### src/rtl/rdenc_pkg.sv
package rdenc_pkg;

  // sign class of the running sum, seen by the control logic
  typedef enum logic [1:0] {
    SGN_ZERO = 2'd0,
    SGN_POS  = 2'd1,
    SGN_NEG  = 2'd2
  } sumSgn_t;

  // strobes from control to datapath
  typedef struct packed {
    logic load;    // capture a new word this cycle
    logic invert;  // send the group complemented
    logic clear;   // force the running sum to zero
  } encStrobe_t;

endpackage

### src/rtl/rdenc_ctrl.sv
module rdenc_ctrl
  import rdenc_pkg::*;
(
  input  logic       inValid,
  input  logic       balEn,
  input  sumSgn_t    sumSgn,
  input  logic       dispPos,
  input  logic       dispNeg,
  output encStrobe_t strb
);

  logic pullDown;
  logic pullUp;

  // invert when the group would push the sum further from zero
  assign pullDown = (sumSgn == SGN_POS) && dispPos;
  assign pullUp   = (sumSgn == SGN_NEG) && dispNeg;

  always_comb begin
    strb        = '0;
    strb.load   = inValid;
    strb.clear  = !balEn;
    strb.invert = balEn && (pullDown || pullUp);
  end

endmodule

### src/rtl/rdenc_datapath.sv
module rdenc_datapath
  import rdenc_pkg::*;
#(
  parameter int DATA_W = 7,
  parameter int SUM_W  = 5
) (
  input  logic                     clk,
  input  logic                     rstN,
  input  encStrobe_t               strb,
  input  logic [DATA_W-1:0]        inData,
  output logic                     dispPos,
  output logic                     dispNeg,
  output sumSgn_t                  sumSgn,
  output logic                     outValid,
  output logic [DATA_W+1:0]        outWord,
  output logic signed [SUM_W-1:0]  outSum
);

  localparam int CNT_W  = $clog2(DATA_W + 1);
  localparam int WORD_W = DATA_W + 2;

  // ripple population count over the group
  logic [CNT_W-1:0] partial [DATA_W+1];
  assign partial[0] = '0;
  for (genvar i = 0; i < DATA_W; i++) begin : g_pop
    assign partial[i+1] = partial[i] + CNT_W'(inData[i]);
  end

  logic signed [SUM_W-1:0] dispRaw;
  logic signed [SUM_W-1:0] step;
  logic signed [SUM_W-1:0] sumQ;
  logic signed [SUM_W-1:0] sumNext;
  logic [WORD_W-1:0]       wordQ;
  logic [WORD_W-1:0]       wordNext;
  logic                    validQ;

  // disparity = ones - zeros = 2*ones - width
  assign dispRaw = $signed(SUM_W'({partial[DATA_W], 1'b0})) - $signed(SUM_W'(DATA_W));
  assign dispPos = dispRaw > $signed(SUM_W'(0));
  assign dispNeg = dispRaw < $signed(SUM_W'(0));

  always_comb begin
    if (sumQ > $signed(SUM_W'(0)))      sumSgn = SGN_POS;
    else if (sumQ < $signed(SUM_W'(0))) sumSgn = SGN_NEG;
    else                                sumSgn = SGN_ZERO;
  end

  always_comb begin
    step     = strb.invert ? -dispRaw : dispRaw;
    wordNext = {strb.invert, !strb.invert, (strb.invert ? ~inData : inData)};
    if (strb.clear)     sumNext = '0;
    else if (strb.load) sumNext = sumQ + step;
    else                sumNext = sumQ;
  end

  always_ff @(posedge clk or negedge rstN) begin
    if (!rstN) begin
      sumQ   <= '0;
      wordQ  <= '0;
      validQ <= 1'b0;
    end else begin
      sumQ   <= sumNext;
      validQ <= strb.load;
      if (strb.load) wordQ <= wordNext;
    end
  end

  assign outValid = validQ;
  assign outWord  = wordQ;
  assign outSum   = sumQ;

endmodule

### src/rtl/rdenc_top.sv
module rdenc_top
  import rdenc_pkg::*;
#(
  parameter  int DATA_W = 7,
  localparam int SUM_W  = $clog2(DATA_W + 1) + 2
) (
  input  logic                     clk,
  input  logic                     rstN,
  input  logic                     balEn,
  input  logic                     inValid,
  input  logic [DATA_W-1:0]        inData,
  output logic                     outValid,
  output logic [DATA_W+1:0]        outWord,
  output logic signed [SUM_W-1:0]  outSum
);

  encStrobe_t strb;
  sumSgn_t    sumSgn;
  logic       dispPos;
  logic       dispNeg;

  rdenc_ctrl u_ctrl (
    .inValid (inValid),
    .balEn   (balEn),
    .sumSgn  (sumSgn),
    .dispPos (dispPos),
    .dispNeg (dispNeg),
    .strb    (strb)
  );

  rdenc_datapath #(.DATA_W(DATA_W), .SUM_W(SUM_W)) u_dp (
    .clk      (clk),
    .rstN     (rstN),
    .strb     (strb),
    .inData   (inData),
    .dispPos  (dispPos),
    .dispNeg  (dispNeg),
    .sumSgn   (sumSgn),
    .outValid (outValid),
    .outWord  (outWord),
    .outSum   (outSum)
  );

endmodule

### config.mk
export PLATFORM = sky130hd
export DESIGN_NAME = rdenc_top
export DESIGN_NICKNAME = d
export VERILOG_FILES = /design/src/rtl/rdenc_pkg.sv /design/src/rtl/rdenc_ctrl.sv /design/src/rtl/rdenc_datapath.sv /design/src/rtl/rdenc_top.sv
export SDC_FILE = /design/constraint.sdc
export NUM_CORES = 1
export LEC_CHECK = 0
export BUFFER_PORTS_ARGS = -buffer_cell sky130_fd_sc_hd__buf_4
export CAP_MARGIN = 40
export CORE_UTILIZATION = 52
export DETAILED_ROUTE_END_ITERATION = 10
export PLACE_DENSITY = 0.8
export SYNTH_ARGS = -nofsm -noshare
export SYNTH_HDL_FRONTEND = slang
export SYNTH_SLANG_ARGS = --single-unit
### constraint.sdc
create_clock -name clk -period 3.1 [get_ports clk]
set_input_delay 0.31 -clock clk [delete_from_list [all_inputs] [get_ports clk]]
set_output_delay 0.31 -clock clk [all_outputs]
set_load 0.05 [all_outputs]
Word level (Yosys, flattened, before mapping)
Cells that the tools add are included.
Widths: inputs -> output; s select.
- word-level logic and storage cells: 31
- output and inout bits: 15
- register bits after elaboration: 15
- bits of input ports: 11
- $lt $le $gt $ge: 4
- reduce and logical (&&, ||, !) cells: 5
- bitwise logic cells: 1
- $add $sub $neg: 9
- eq/ne operators: 3
- mux-type cells: 6
- operators with widths (operator ; number):
    $add 3x1->3 ; 5
    $mux 5 ; 3
    $gt 5x1->1 const B ; 2
    $lt 5x1->1 const B ; 2
    $mux 7 ; 1
    $not 7->7 ; 1
    $add 5x5->5 ; 1
    $neg 5->5 ; 1
    $sub 4x3->5 const B ; 1
    $mux 2 ; 2
    $logic_and 1x1->1 ; 3
    $add 1x1->2 ; 1
    $eq 2x1->1 const B ; 1
    $eq 2x2->1 const B ; 1
    $ne 2x1->1 const B ; 1
    $logic_not 1->1 ; 1
    $logic_or 1x1->1 ; 1

Logic depth before layout (Yosys ltp)
- depth after elaboration: 15
- mapped depth: 15
- mapped depth without buffers: 15

By module
From an unflattened synthesis, not the netlist that was laid out.
- cells, all modules: 91
- area, all modules: 925.9 um^2
- by module, submodules not included (module ; times used ; seq. area each (um^2) ; cells each ; area each (um^2)):
    rdenc_datapath ; 1 ; 375.4 ; 86 ; 894.6
    rdenc_ctrl ; 1 ; 0.0 ; 5 ; 31.3

Least setup slack after synthesis
No wires, ideal clock.
- path type: input to register
- from: input inData[2]
- to: register u_dp.sumQ[4], in the netlist u_dp.outSum[4]
- setup time: 111 ps
- stages: 15
- data arrival time: 3846 ps
- path buffers: 0
- data required time: 2989 ps
- setup slack: -858 ps
- cell sequence: fa_1 > inv_1 > fa_1 > inv_1 > ha_1 > fa_1 > xor2_1 > and3_4 > o21ai_2 > xnor2_1 > fa_1 > a21o_1 > a21oi_1 > nor3b_1 > a2111oi_2
- cells in the longest elaborated chain, start to end: 14
- elaborated cells between the ends (all ways): 17
- classes of those cells: add/sub (8); order compare (2); mux (3); reduce/logical (4)
- RTL lines (item ; line ; text):
    from (decl) ; rdenc_top.sv:11 ; input logic [DATA_W-1:0] inData,
    $add 3x1->3 * (5 in series) ; rdenc_datapath.sv:26 ; assign partial[i+1] = partial[i] + CNT_W'(inData[i]);
    $sub 4x3->5 * ; rdenc_datapath.sv:38 ; assign dispRaw = $signed(SUM_W'({partial[DATA_W], 1'b0})) - $signed(SUM_W'(DATA_W));
    $gt 5x1->1 or $lt 5x1->1 (tied branches) ; rdenc_datapath.sv:39, rdenc_datapath.sv:40 ;
    $logic_and 1x1->1, on equally long branches ; rdenc_ctrl.sv:16, rdenc_ctrl.sv:17 ;
    $logic_or 1x1->1 ; rdenc_ctrl.sv:23 ; strb.invert = balEn && (pullDown || pullUp);
    $logic_and 1x1->1 ; rdenc_ctrl.sv:23 ;
    $mux 5 * ; rdenc_datapath.sv:49 ; step = strb.invert ? -dispRaw : dispRaw;
    $add 5x5->5 * ; rdenc_datapath.sv:52 ; else if (strb.load) sumNext = sumQ + step;
    $mux 5 * ; rdenc_datapath.sv:52 ;
    $mux 5 * ; rdenc_datapath.sv:51 ; if (strb.clear) sumNext = '0;
    to (signal assigned) ; rdenc_datapath.sv:62 ; sumQ <= sumNext;
    to (decl) ; rdenc_datapath.sv:31 ; logic signed [SUM_W-1:0] sumQ;
Every way passes the cells marked *; elsewhere a longest branch is shown, timed or not. The select of a mux whose other input is x is not followed.
A chain may end at the register's enable or synchronous reset.

Worst setup path after layout
- from: input inData[2]
- to: register u_dp.sumQ[3], in the netlist u_dp.outSum[3]
The elaborated chain is that of the path after synthesis.

==> parameters.txt <==
Parameter                              Value

Critical path
  Element type at the critical path start    input port
  Gate family responsible for the most delay along the worst path    adder cells
  Slowest stage cell, crit path    fa_1
  Worst path bufs/invs    3
  CP Capture Type    register
  Type of the setup path with the least slack    in -> reg
  Critical Path, Cell by Cell    buf_8, fa_1, inv_1, fa_1, inv_1, ha_2, fa_2, xor2_4, and3_4, o21ai_4, xnor2_2, ha_1, a21oi_2, nand2_1, xor2_1, a22o_1
  Arrival time at the worst endpoint    between 3000 and 4000 ps
  Peak fanout along the critical path    3
  Critical Path RT    around 3300 ps
  Worst stage delay on the critical path    between 500 and 600 ps

Yosys
  Netlist cell types    30
  Parity-gate share of the synthesized area counting xor and xnor cells    0.05939
  Count of mapped cells out of synthesis    approximately 100
  Synth top area cells    dfrtp_1, ha_1, fa_1
  Asr flop ratio synth    1.000
  Fraction of synthesized cell area taken by the top area cell type    0.3636
  Synthesized area divided by synthesized cell count    10.22 um^2
  Post-Synth Adder-Cell Area    0.1624
  Prevailing post-synth register cell    dfrtp_1
  Nets in the synthesized netlist    123
  Count of state elements after synthesis    15
  Post-synthesis share of cell area spent on and, or, nand and nor gates    0.1745
  Summed instance area of the synthesized netlist    between 0.001 and 0.0015 mm^2
  Largest area contributor in the netlist    dfrtp_1
  Warnings, synthesis    0
  Mux cell area share after synthesis    0.009697
  Sequential-to-total area share from yosys stat    0.3636
  EDFF count, synth    0
  Fraction of the mapped netlist area in compound gates    0.1867
  Largest family of logic cells by synthesized area    compound AO/OA/AOI/OAI gates

Layout
  Finished Cell Area    between 0.001 and 0.0015 mm^2
  Most common library cell in the layout ignoring fill and taps    buf_4
  Area growth from synthesis to layout    40.36%
  Fraction of layout instances using a drive strength above 1    0.4130
  Highest-count cells in the layout ignoring fill and taps    buf_4, dfrtp_1, inv_1
  Area taken by flip-flops and latches    375.4 um^2
  Area occupied by multi-input gates    ~700 um^2
  Count of inserted antenna diode cells    0
  NumNets Final    about 160
  Fill cell instance count of the final layout    around 120

Floorplan
  Vertical die dimension    46.56 um
  Site row count    15
  Initial Util    0.5729
  Overall die area    0.002167 mm^2
  Width of the chip    ~47 um
  Core Box Area    approximately 0.0018 mm^2
  IO Count    26

Clock network
  Cell at the root of the clock tree    clkbuf_4
  Max H-tree Level    1
  Clock network latency to the later pin of the worst-skew pair    between 200 and 300 ps
  Clock tree from TritonCTS    done
  Number of buffers on the longest clock path    2
  Clk sinks    15
  Total clock buffers created by CTS    3
  Post-CTS clock slew at the launch and capture registers of the worst setup and hold paths    around 90 ps

Power
  Final Power    approximately 1300 uW
  Power density over the cells    around 900 mW/mm^2
  P_leak    approximately 0.00065 uW
  VDD IR max    between 0.0005 and 0.0006 V

Place
  Number of buffers inserted by port buffering    25
  Placement-stage cell area    0.001345 mm^2
  DP HPWL    approximately 1.7 mm
  Post-placement setup slack    -794.4 ps
  Routability cong.    between 0.7 and 0.8

Global route
  Total overflow reported by the global router    0
  Number of global-route vias before repair    830
  Tot GR Track Use    0.2583
  Global-route wire length before repair    3.808 mm
  Largest net degree at the start of global routing    33
  Number of antenna violations at the first check in global routing    0

Run
  # Max-Cap Violations    0

Timing
  Setup repair after global routing missed its margin    true
  Final worst-path setup slack    -467.7 ps
  Portion of the clock cycle consumed by the worst path in the final layout    1.151
  Post-layout minimum cycle time    approximately 3600 ps
  Worst rel slew slack    0.7113
  Hold_ws    243.4 ps
  Fin. max-slew vios    0
  Final setup violating endpoints    4
  Number of failing hold endpoints at the final stage    0
  Highest clock frequency the design can meet    between 200 and 300 MHz
  Final setup skew    approximately 1.5 ps
  Worst-Margin Slew    between 400 and 500 ps

Drt
  Via density per instance    roughly 5.6
  Number of remaining DRC errors    0
  Routed wire length    about 2.6 mm
  First-iteration detailed-routing DRC count    12
  First-pass iteration count of the detailed router    4
  Average wire per cell in the routed design    around 16 um
  Count of vias placed by the detailed router    913
  Number of nets with antenna violations after detailed routing    0

Outcome
  Violated checks    setup timing
  Run status    finished with violations

Hold path
  Type of the most critical hold path    in -> reg
-- worst paths after layout --
| kind | start | endpoint | slack (ps) | depth (start not counted) |
|---|---|---|---|---|
| max reg2reg | u_dp.outSum[0]$_DFFE_PN0P_ | u_dp.outSum[3]$_DFFE_PN0P_ | 360 | 9 |
| min reg2reg | u_dp.outWord[7]$_DFFE_PN0P_ | u_dp.outWord[7]$_DFFE_PN0P_ | 490 | 1 |
| max | inData[2] | u_dp.outSum[3]$_DFFE_PN0P_ | -470 | 16 |
| min in group asynchronous | rstN | u_dp.outSum[3]$_DFFE_PN0P_ | 400 | 2 |
| max in group asynchronous | rstN | u_dp.outWord[1]$_DFFE_PN0P_ | 2530 | 2 |
| min | inData[6] | u_dp.outWord[6]$_DFFE_PN0P_ | 240 | 2 |
-- worst reg2reg max path, stage by stage (launching register included) --
cell and delay [ps]:
dfrtp_1 480, or4_4 620, and3_4 220, o21ai_4 190, xnor2_2 110, ha_1 350
a21oi_2 190, nand2_1 90, xor2_1 160, a22o_1 220
-- state kept, by name (all words and copies together), names as in the netlist --
name           cells
u_dp.outWord       9
u_dp.outSum        5
u_dp.outValid      1
-- layer usage --
metal  part of all wire  global-route usage  vias up  wire, um
met5                  0                   0        -         0
met4             0.0097             0.07647        0        25
met3              0.035             0.08235        5        90
met2               0.51              0.4083       21      1307
met1               0.45              0.3325      445      1144
li1                   -                   -      442         -
-- synth_stat cells, drive strengths merged (2+ instances only) --
library cell	instances
xor2	2
nor2b	7
fa	4
a21oi	4
nand2	2
o211ai	7
dfrtp	15
nand3	2
inv	8
nand4	7
a31oi	7
ha	7
xnor2	5
nor2	6
o21ai	3
clkbuf	3
-- power breakdown --
group | leakage, uW | internal (uW) | switching (uW)
logic | 0.000457 | 373 | 506
registers | 0.000183 | 249 | 54.7
clock network | 0.0000150 | 50.2 | 66.8
-- area by class of cell --
| class | instances | area share |
|---|---|---|
| timing repair buffer | 37 | 0.1986 |
| inverter | 8 | 0.02073 |
| multi-input combinational | 74 | 0.4819 |
| tap | 25 | 0.02159 |
| sequential | 15 | 0.2591 |
| clock buffer | 4 | 0.01813 |
-- repair_timing --
action / CTS / global route
endpoints found under the setup margin: 4 / 4
buffers inserted: 1 / 1
hold endpoints to repair: 15 / 0
pin swaps: 8 / 3
hold buffers: 1 / 0
resized for setup: 4 / 4
-- per-stage QoR --
| step | instances | util | TNS, ps |
|---|---|---|---|
| floorplan | 101 | - | -1533 |
| global placement | 156 | 0.7465 | -2513 |
| detailed placement | 156 | 0.7465 | -3189 |
| CTS | 162 | 0.7861 | -1220 |
| global route | 163 | 0.8042 | -1870 |
| finish | 163 | 0.8042 | -1387 |
-- logic make-up (layout without fill, tap and decap cells) --
logic type	Yosys count	in the layout
flops	15	15
mux	1	1
compound gates	26	26
xor+xnor	7	7
simple gates	29	29
fa+ha+maj	11	11
buf+inv	12	49
Note: power is estimated with default switching activity, not from simulation.
